<file path="src/rtl/exc_entry_pkg.sv">
package exc_entry_pkg;
  localparam int IE_W   = 3;
  localparam int IE_GIE = 0;
  localparam int IE_ESH = 1;
  localparam int IE_BSH = 2;

  localparam int C_BRK  = 1;
  localparam int C_IBUS = 2;
  localparam int C_WTCH = 3;
  localparam int C_DBUS = 4;
  localparam int C_DIV0 = 5;
  localparam int C_IRQ  = 6;
  localparam int C_SYS  = 7;

  typedef enum logic [1:0] {
    CLS_NONE   = 2'd0,
    CLS_NORMAL = 2'd1,
    CLS_DEBUG  = 2'd2
  } exc_cls_e;
endpackage

</file>
<file path="src/rtl/exc_classify.sv">
module exc_classify
  import exc_entry_pkg::*;
#(
  parameter int CAUSE_W = 3
) (
  input  logic [CAUSE_W-1:0] cause_i,
  output exc_cls_e           cls_o
);
  always_comb begin
    unique case (int'(cause_i))
      C_BRK, C_WTCH:                       cls_o = CLS_DEBUG;
      C_IBUS, C_DBUS, C_DIV0, C_IRQ, C_SYS: cls_o = CLS_NORMAL;
      default:                             cls_o = CLS_NONE;
    endcase
  end
endmodule

</file>
<file path="src/rtl/exc_vector.sv">
module exc_vector
  import exc_entry_pkg::*;
#(
  parameter int AW       = 32,
  parameter int CAUSE_W  = 3,
  parameter int VEC_SH   = 5,
  parameter bit REMAP_EN = 1'b1
) (
  input  exc_cls_e           cls_i,
  input  logic [CAUSE_W-1:0] cause_i,
  input  logic               remap_i,
  input  logic [AW-1:0]      base_norm_i,
  input  logic [AW-1:0]      base_dbg_i,
  output logic [AW-1:0]      vec_o
);
  logic          use_dbg;
  logic [AW-1:0] base_sel;
  logic [AW-1:0] offset;

  generate
    if (REMAP_EN) begin : g_remap
      assign use_dbg = (cls_i == CLS_DEBUG) || remap_i;
    end else begin : g_noremap
      logic unused_remap;
      assign unused_remap = remap_i;
      assign use_dbg = (cls_i == CLS_DEBUG);
    end
  endgenerate

  assign base_sel = use_dbg ? base_dbg_i : base_norm_i;
  assign offset   = AW'(cause_i) << VEC_SH;
  assign vec_o    = base_sel + offset;
endmodule

</file>
<file path="src/rtl/exc_ie_update.sv">
module exc_ie_update
  import exc_entry_pkg::*;
(
  input  exc_cls_e        cls_i,
  input  logic [IE_W-1:0] ie_i,
  output logic [IE_W-1:0] ie_o
);
  always_comb begin
    ie_o = ie_i;
    ie_o[IE_GIE] = 1'b0;
    if (cls_i == CLS_DEBUG) ie_o[IE_BSH] = ie_i[IE_GIE];
    else                    ie_o[IE_ESH] = ie_i[IE_GIE];
  end
endmodule

</file>
<file path="src/rtl/exc_entry.sv">
module exc_entry
  import exc_entry_pkg::*;
#(
  parameter int AW       = 32,
  parameter int CAUSE_W  = 3,
  parameter int VEC_SH   = 5,
  parameter bit REMAP_EN = 1'b1
) (
  input  logic               clk,
  input  logic               rst,
  input  logic               take_i,
  input  logic [CAUSE_W-1:0] cause_i,
  input  logic [AW-1:0]      pc_i,
  input  logic [IE_W-1:0]    ie_i,
  input  logic               remap_i,
  input  logic [AW-1:0]      base_norm_i,
  input  logic [AW-1:0]      base_dbg_i,
  output logic [AW-1:0]      npc_o,
  output logic               npc_valid_o,
  output logic               ra_we_o,
  output logic               ra_sel_o,
  output logic [AW-1:0]      ra_data_o,
  output logic [IE_W-1:0]    ie_o,
  output logic               ie_we_o,
  output logic               err_o
);
  exc_cls_e        cls;
  logic [AW-1:0]   vec;
  logic [IE_W-1:0] ie_next;
  logic            acc_ok;
  logic            acc_bad;

  exc_classify #(.CAUSE_W(CAUSE_W)) u_cls (
    .cause_i (cause_i),
    .cls_o   (cls)
  );

  exc_vector #(
    .AW(AW), .CAUSE_W(CAUSE_W), .VEC_SH(VEC_SH), .REMAP_EN(REMAP_EN)
  ) u_vec (
    .cls_i       (cls),
    .cause_i     (cause_i),
    .remap_i     (remap_i),
    .base_norm_i (base_norm_i),
    .base_dbg_i  (base_dbg_i),
    .vec_o       (vec)
  );

  exc_ie_update u_ie (
    .cls_i (cls),
    .ie_i  (ie_i),
    .ie_o  (ie_next)
  );

  assign acc_ok  = take_i && (cls != CLS_NONE);
  assign acc_bad = take_i && (cls == CLS_NONE);

  always_ff @(posedge clk) begin
    if (rst) begin
      npc_o       <= '0;
      npc_valid_o <= 1'b0;
      ra_we_o     <= 1'b0;
      ra_sel_o    <= 1'b0;
      ra_data_o   <= '0;
      ie_o        <= '0;
      ie_we_o     <= 1'b0;
      err_o       <= 1'b0;
    end else begin
      npc_valid_o <= acc_ok;
      ra_we_o     <= acc_ok;
      ie_we_o     <= acc_ok;
      err_o       <= acc_bad;
      if (acc_ok) begin
        npc_o     <= vec;
        ra_sel_o  <= (cls == CLS_DEBUG);
        ra_data_o <= pc_i;
        ie_o      <= ie_next;
      end
    end
  end
endmodule

</file>
<file path="config.mk">
export PLATFORM = sky130hd
export DESIGN_NAME = exc_entry
export DESIGN_NICKNAME = d
export VERILOG_FILES = /design/src/rtl/exc_entry_pkg.sv /design/src/rtl/exc_classify.sv /design/src/rtl/exc_vector.sv /design/src/rtl/exc_ie_update.sv /design/src/rtl/exc_entry.sv
export SDC_FILE = /design/constraint.sdc
export NUM_CORES = 1
export LEC_CHECK = 0
export BUFFER_PORTS_ARGS = -buffer_cell sky130_fd_sc_hd__buf_2
export CAP_MARGIN = 20
export CORE_MARGIN = 8
export CORE_UTILIZATION = 45
export CTS_BUF_LIST = sky130_fd_sc_hd__clkbuf_8
export CTS_CLUSTER_SIZE = 24
export DETAILED_ROUTE_END_ITERATION = 10
export PLACE_DENSITY = 0.78
export SETUP_SLACK_MARGIN = 0.2
export SLEW_MARGIN = 20
export SYNTH_ARGS = -nofsm -noshare
export SYNTH_HDL_FRONTEND = slang
export SYNTH_HIERARCHICAL = 1
export SYNTH_SLANG_ARGS = --single-unit
</file>
<file path="constraint.sdc">
create_clock -name clk -period 3.55 [get_ports clk]
set_input_delay 0.355 -clock clk [delete_from_list [all_inputs] [get_ports clk]]
set_output_delay 0.355 -clock clk [all_outputs]
set_load 0.01 [all_outputs]
</file>
After elaboration in Yosys (flattened, before gate mapping)
Index checks and enable logic that the tools add are counted.
- output and inout bits: 72
- register bits: 69
- logic and storage cells: 26
- input port bits: 106
- $add $sub $neg: 1
- equal/unequal tests: 8
- multiplexer cells: 4
- reduce and logical (&&, ||, !) cells: 7
- operator list (cell ; number):
    $add 32x8->32 ; 1
    $mux 32 ; 1
    $eq 3x3->1 const B ; 4
    $eq 3x2->1 const B ; 2
    $reduce_or 5->1 ; 1
    $pmux 2 s2 ; 1
    $eq 3x1->1 const B ; 1
    $eq 2x2->1 const B ; 1
    $logic_and 1x1->1 ; 2
    $logic_not 2->1 ; 1
    $mux 1 ; 2
    $reduce_bool 2->1 ; 1
    $reduce_or 2->1 ; 1
    $logic_or 1x1->1 ; 1

Depth between registers and ports, before layout
- depth in word-level cells: 7
- mapped depth: 22
- mapped depth without buffers: 16

Cells and area by module
Netlist, hierarchy kept.
- by module, submodules not included (module ; area an instance (um^2) ; instances ; cells an instance ; seq. area each (um^2)):
    exc_entry ; 3093.0 ; 1 ; 303 ; 1401.3
    exc_vector ; 1328.8 ; 1 ; 196 ; 0.0
    exc_ie_update ; 55.1 ; 1 ; 5 ; 0.0
    exc_classify ; 15.0 ; 1 ; 3 ; 0.0

Worst setup path before layout
OpenSTA, ideal clock, no wires.
- path kind: input -> register
- start: input cause_i[0]
- end: register npc_o[25]
- data required time: 3.478 ns
- path slack: -0.111 ns
- cell stages on the path: 21
- data arrival time: 3.590 ns
- path through: inv_1 > nor2_1 > nor2b_4 > buf_6 > or2_0 > buf_6 > buf_2 > buf_2 > buf_2 > nand2_1 > nand2_1 > ha_1 > fa_1 > a21o_1 > clkbuf_1 > nand2_1 > nand4b_1 > xor2_1 > mux2i_1 > nand2b_1 > mux2i_1
- word-level cells in the longest chain between the ends: 7
- elaborated cells between the ends (all ways): 16
- those cells by class: add/sub (1); eq/ne (8); mux (2); reduce/logical (5)
- ends and longest elaborated chain (item ; line ; text):
    start, declared ; exc_entry.sv:12 ; input logic [CAUSE_W-1:0] cause_i,
    $eq 3x2->1 (tied with other cells) ; exc_classify.sv:10 ; unique case (int'(cause_i))
    $reduce_or 5->1 or $reduce_or 2->1 (tied branches) ; exc_classify.sv:10 ;
    $pmux 2 s2 (*) ; exc_classify.sv:10 ;
    via cls[1] ; exc_entry.sv:27 ; exc_cls_e cls;
    $eq 2x2->1 (*) ; exc_vector.sv:22 ; assign use_dbg = (cls_i == CLS_DEBUG) || remap_i;
    $logic_or 1x1->1 (*) ; exc_vector.sv:22 ;
    $mux 32 (*) ; exc_vector.sv:30 ; assign base_sel = use_dbg ? base_dbg_i : base_norm_i;
    $add 32x8->32 (*) ; exc_vector.sv:32 ; assign vec_o = base_sel + offset;
    via vec[25] ; exc_entry.sv:28 ; logic [AW-1:0] vec;
    end signal, assigned ; exc_entry.sv:74 ; npc_o <= vec;
    end, declared ; exc_entry.sv:18 ; output logic [AW-1:0] npc_o,
Mark *: on every way through the listed nets, which the timed path passes. The rest lies on a longest branch.
A chain may end at the register's enable or synchronous reset.

Final worst setup path
- start: input cause_i[0]
- end: register npc_o[31]
The elaborated chain is that of the path after synthesis.

==> results_dict.tcl <==
set metrics [dict create \
    synthCells 507 \
    flow.area_growth_from_synthesis_pct 24.4 \
    grt_pass1_vias 4163 \
    clkLatencyLatePin_ns 0.34 \
    clock-root-buffer "sky130_fd_sc_hd__clkbuf_8" \
    cts_post_setup_buffers_inserted 0 \
    pwr_per_cell_area_nw_per_um2 355 \
    synth_area_leader_cell "sky130_fd_sc_hd__dfxtp_1" \
    globalplace.congestion 0.821 \
    ys_warn_count 6 \
    crit_path_category "primary input to flip-flop" \
    min_delay_path_depth 2 \
    holdPathEnd "ra_sel_o" \
    finalWirelength_um 12700 \
    vias_post_dr 4022 \
    initial_antenna_violation_count 0 \
    overflow 0 \
    place_ws_ns 0.267 \
    tritoncts_clock_tree "built" \
    r2r_path_end "npc_o[18]" \
    worst_slew_margin_rel_pct 40.3 \
    detail_route.iter0.violations 195 \
    rrSetupSlack_ns 2.92 \
    average_vias_per_placed_instance 5.02 \
    syn_nets 617 \
    timing.fmax_ghz 0.338 \
    finalWorstPathRequiredPeriod_ns 2.96 \
    post-dp-hpwl_um 9650 \
    synth.lib_cells_used.distinct 46 \
    synth_enable_flop_cells 0 \
    rsz_0062_raised_after_global_routing "false" \
    floorplan.die.width_um 116 \
    antenna_cells 0 \
    setup_total_negative_slack_ns 0 \
    worst_setup_path_start_kind "primary input" \
    r2r.worst_path.cells 2 \
    share_of_flip_flops_with_an_asynchronous_set_or_reset_after_synthesis_pct 0 \
    fp_rows 36 \
    critical_path_peak_fanout 12 \
    cp.arrival_ns 3.25 \
    ys.flop_type "sky130_fd_sc_hd__dfxtp_1" \
    cell_types_with_the_largest_area_share_after_synthesis "sky130_fd_sc_hd__dfxtp_1, sky130_fd_sc_hd__mux2i_1, sky130_fd_sc_hd__nand2b_1" \
    avgSynthCellArea_um2 8.86 \
    largest_net_degree_at_the_start_of_global_routing 137 \
    synth.most_common_cell "sky130_fd_sc_hd__nand2b_1" \
    port_buffers 177 \
    fraction_of_the_yosys_area_taken_by_sequential_cells_pct 31.2 \
    drive_gt1_share_pct 31.1 \
    grt_pass1_wl_um 19800 \
    worstMarginPinSlew_ns 0.895 \
    hold_viol 0 \
    htreeDepth 3 \
    report.final.slew_viol_count 0 \
    peakVddDrop_mv 0.161 \
    nNetsFinal 773 \
    core_region_area_um2 9730 \
    grtUsageTotal_pct 18.5 \
    r2r_start "npc_o[18]" \
    wl_per_cell_um 15.8 \
    ctsResizeCount 0 \
    die-area_um2 13400 \
    worst_setup_hold_path_clk_slew_ns 0.08 \
    cp_data_required_time_ns 3.83 \
    drv_cap 0 \
    status "complete, no violations" \
    finalClockSkew_ns 0 \
    p_leak_nw 2.60 \
    timing.final.ws_setup_ns 0.588 \
    die-height_um 116 \
    cts_made_buffers 9 \
    drt_drc_violations_left 0 \
    netlist.area_leader.share_pct 31.2 \
    worst_hold_path_type "primary input to flip-flop" \
    synth-seq-cells 70 \
    synthesis.area_um2 4490 \
    crit_path_end_kind "flip-flop" \
    initial_core_util_pct 46.2 \
    finalSetupViolations 0 \
    synth_commonest_cells "sky130_fd_sc_hd__nand2b_1, sky130_fd_sc_hd__mux2i_1, sky130_fd_sc_hd__dfxtp_1" \
    min_period_over_period_pct 83.4 \
    hold_path.startpoint "take_i" \
    antenna_left 0 \
    ioPinCount 178 \
    cts_max_path_buffers 2 \
    cts_sinks 70 \
    count_of_hold_buffers_inserted_by_post_cts_repair 0 \
    drt-pass1-iter-count 4 \
]
[per-layer routing]
layer / routed length (um) / track usage (%)
met1: 5400 / 21.3
met2: 5950 / 31.4
met3: 1120 / 5.26
met4: 206 / 7.52
met5: 0 / 0
[flip-flops by register name, summed over array words and instances (netlist names)]
register and flops:
ra_data_o 32, ie_o 3, ra_sel_o 1, npc_o 32
ie_we_o 1, err_o 1
[cells in the final DEF, fill, tap and decap left out, types with 9 or more instances in the layout]
| cell | n |
|---|---|
| sky130_fd_sc_hd__buf_2 | 177 |
| sky130_fd_sc_hd__clkbuf_8 | 10 |
| sky130_fd_sc_hd__dfxtp_1 | 70 |
| sky130_fd_sc_hd__mux2i_1 | 86 |
| sky130_fd_sc_hd__nand2_1 | 46 |
| sky130_fd_sc_hd__nand2b_1 | 135 |
| sky130_fd_sc_hd__nand3_1 | 19 |
| sky130_fd_sc_hd__nor2_1 | 9 |
| sky130_fd_sc_hd__xnor2_1 | 14 |
| sky130_fd_sc_hd__xor2_1 | 20 |
[kinds of logic (layout without fill, tap and decap cells)]
family                   after synthesis  count (layout)  share of synthesized area (%)
multiplexers                          89              89                           20.1
flip-flops                            70              70                           31.2
XOR/XNOR                              34              34                           6.63
AO/OA/AOI/OAI                         30              30                           5.15
adder cells (fa/ha/maj)                4               4                           1.28
buffers and inverters                 37             198                           4.79
other                                  1               1                         0.0835
AND/OR/NAND/NOR                      242             242                           30.8
[worst max path at each step]
stage	start	endpoint	slack (ns)	cells after the start
finish	cause_i[0]	npc_o[31]	0.59	15
global route	cause_i[0]	npc_o[31]	0.41	15
CTS	cause_i[0]	npc_o[31]	0.63	15
detailed placement	cause_i[0]	npc_o[31]	0.27	15
global placement	cause_i[0]	npc_o[31]	0.41	15
floorplan	cause_i[0]	npc_o[25]	0.21	21
[critical path: stages]
cell,delay (ns)
sky130_fd_sc_hd__buf_2,0.10
sky130_fd_sc_hd__inv_1,0.07
sky130_fd_sc_hd__a21o_1,0.28
sky130_fd_sc_hd__nor2b_4,0.26
sky130_fd_sc_hd__or2_1,0.33
sky130_fd_sc_hd__nand2_1,0.09
sky130_fd_sc_hd__nand2_1,0.08
sky130_fd_sc_hd__ha_1,0.20
sky130_fd_sc_hd__fa_2,0.25
sky130_fd_sc_hd__a21o_1,0.37
sky130_fd_sc_hd__nand2_2,0.16
sky130_fd_sc_hd__a2111oi_4,0.36
sky130_fd_sc_hd__xnor2_1,0.15
sky130_fd_sc_hd__nand2b_1,0.06
sky130_fd_sc_hd__mux2i_1,0.12
[area by class of cell]
type                            instances  area, um^2
Clock buffer                           10         138
Inverter                                1        3.75
Multi-Input combinational cell        400        2900
Timing Repair Buffer                  181         928
Sequential cell                        70        1400
Clock inverter                          6        55.1
Tap cell                              133         166
Fill cell                             923        4140
[report_power, final]
group	internal, mW	switching [mW]
combinational	0.221	0.250
clock	0.337	0.307
sequential	0.841	0.0278
[metrics by stage]
step	cell area, um^2	total power, mW	utilization [%]	hold WS, ns	cells
after floorplan	4510	1.18	-	0.455	507
after global placement	5400	1.34	55.5	0.456	785
after detailed placement	5400	1.36	55.5	0.460	785
after CTS	5590	2.00	57.4	0.235	801
after global routing	5590	2.08	57.4	0.254	801
final	5590	1.98	57.4	0.258	801
(Power assumes the default switching activity.)
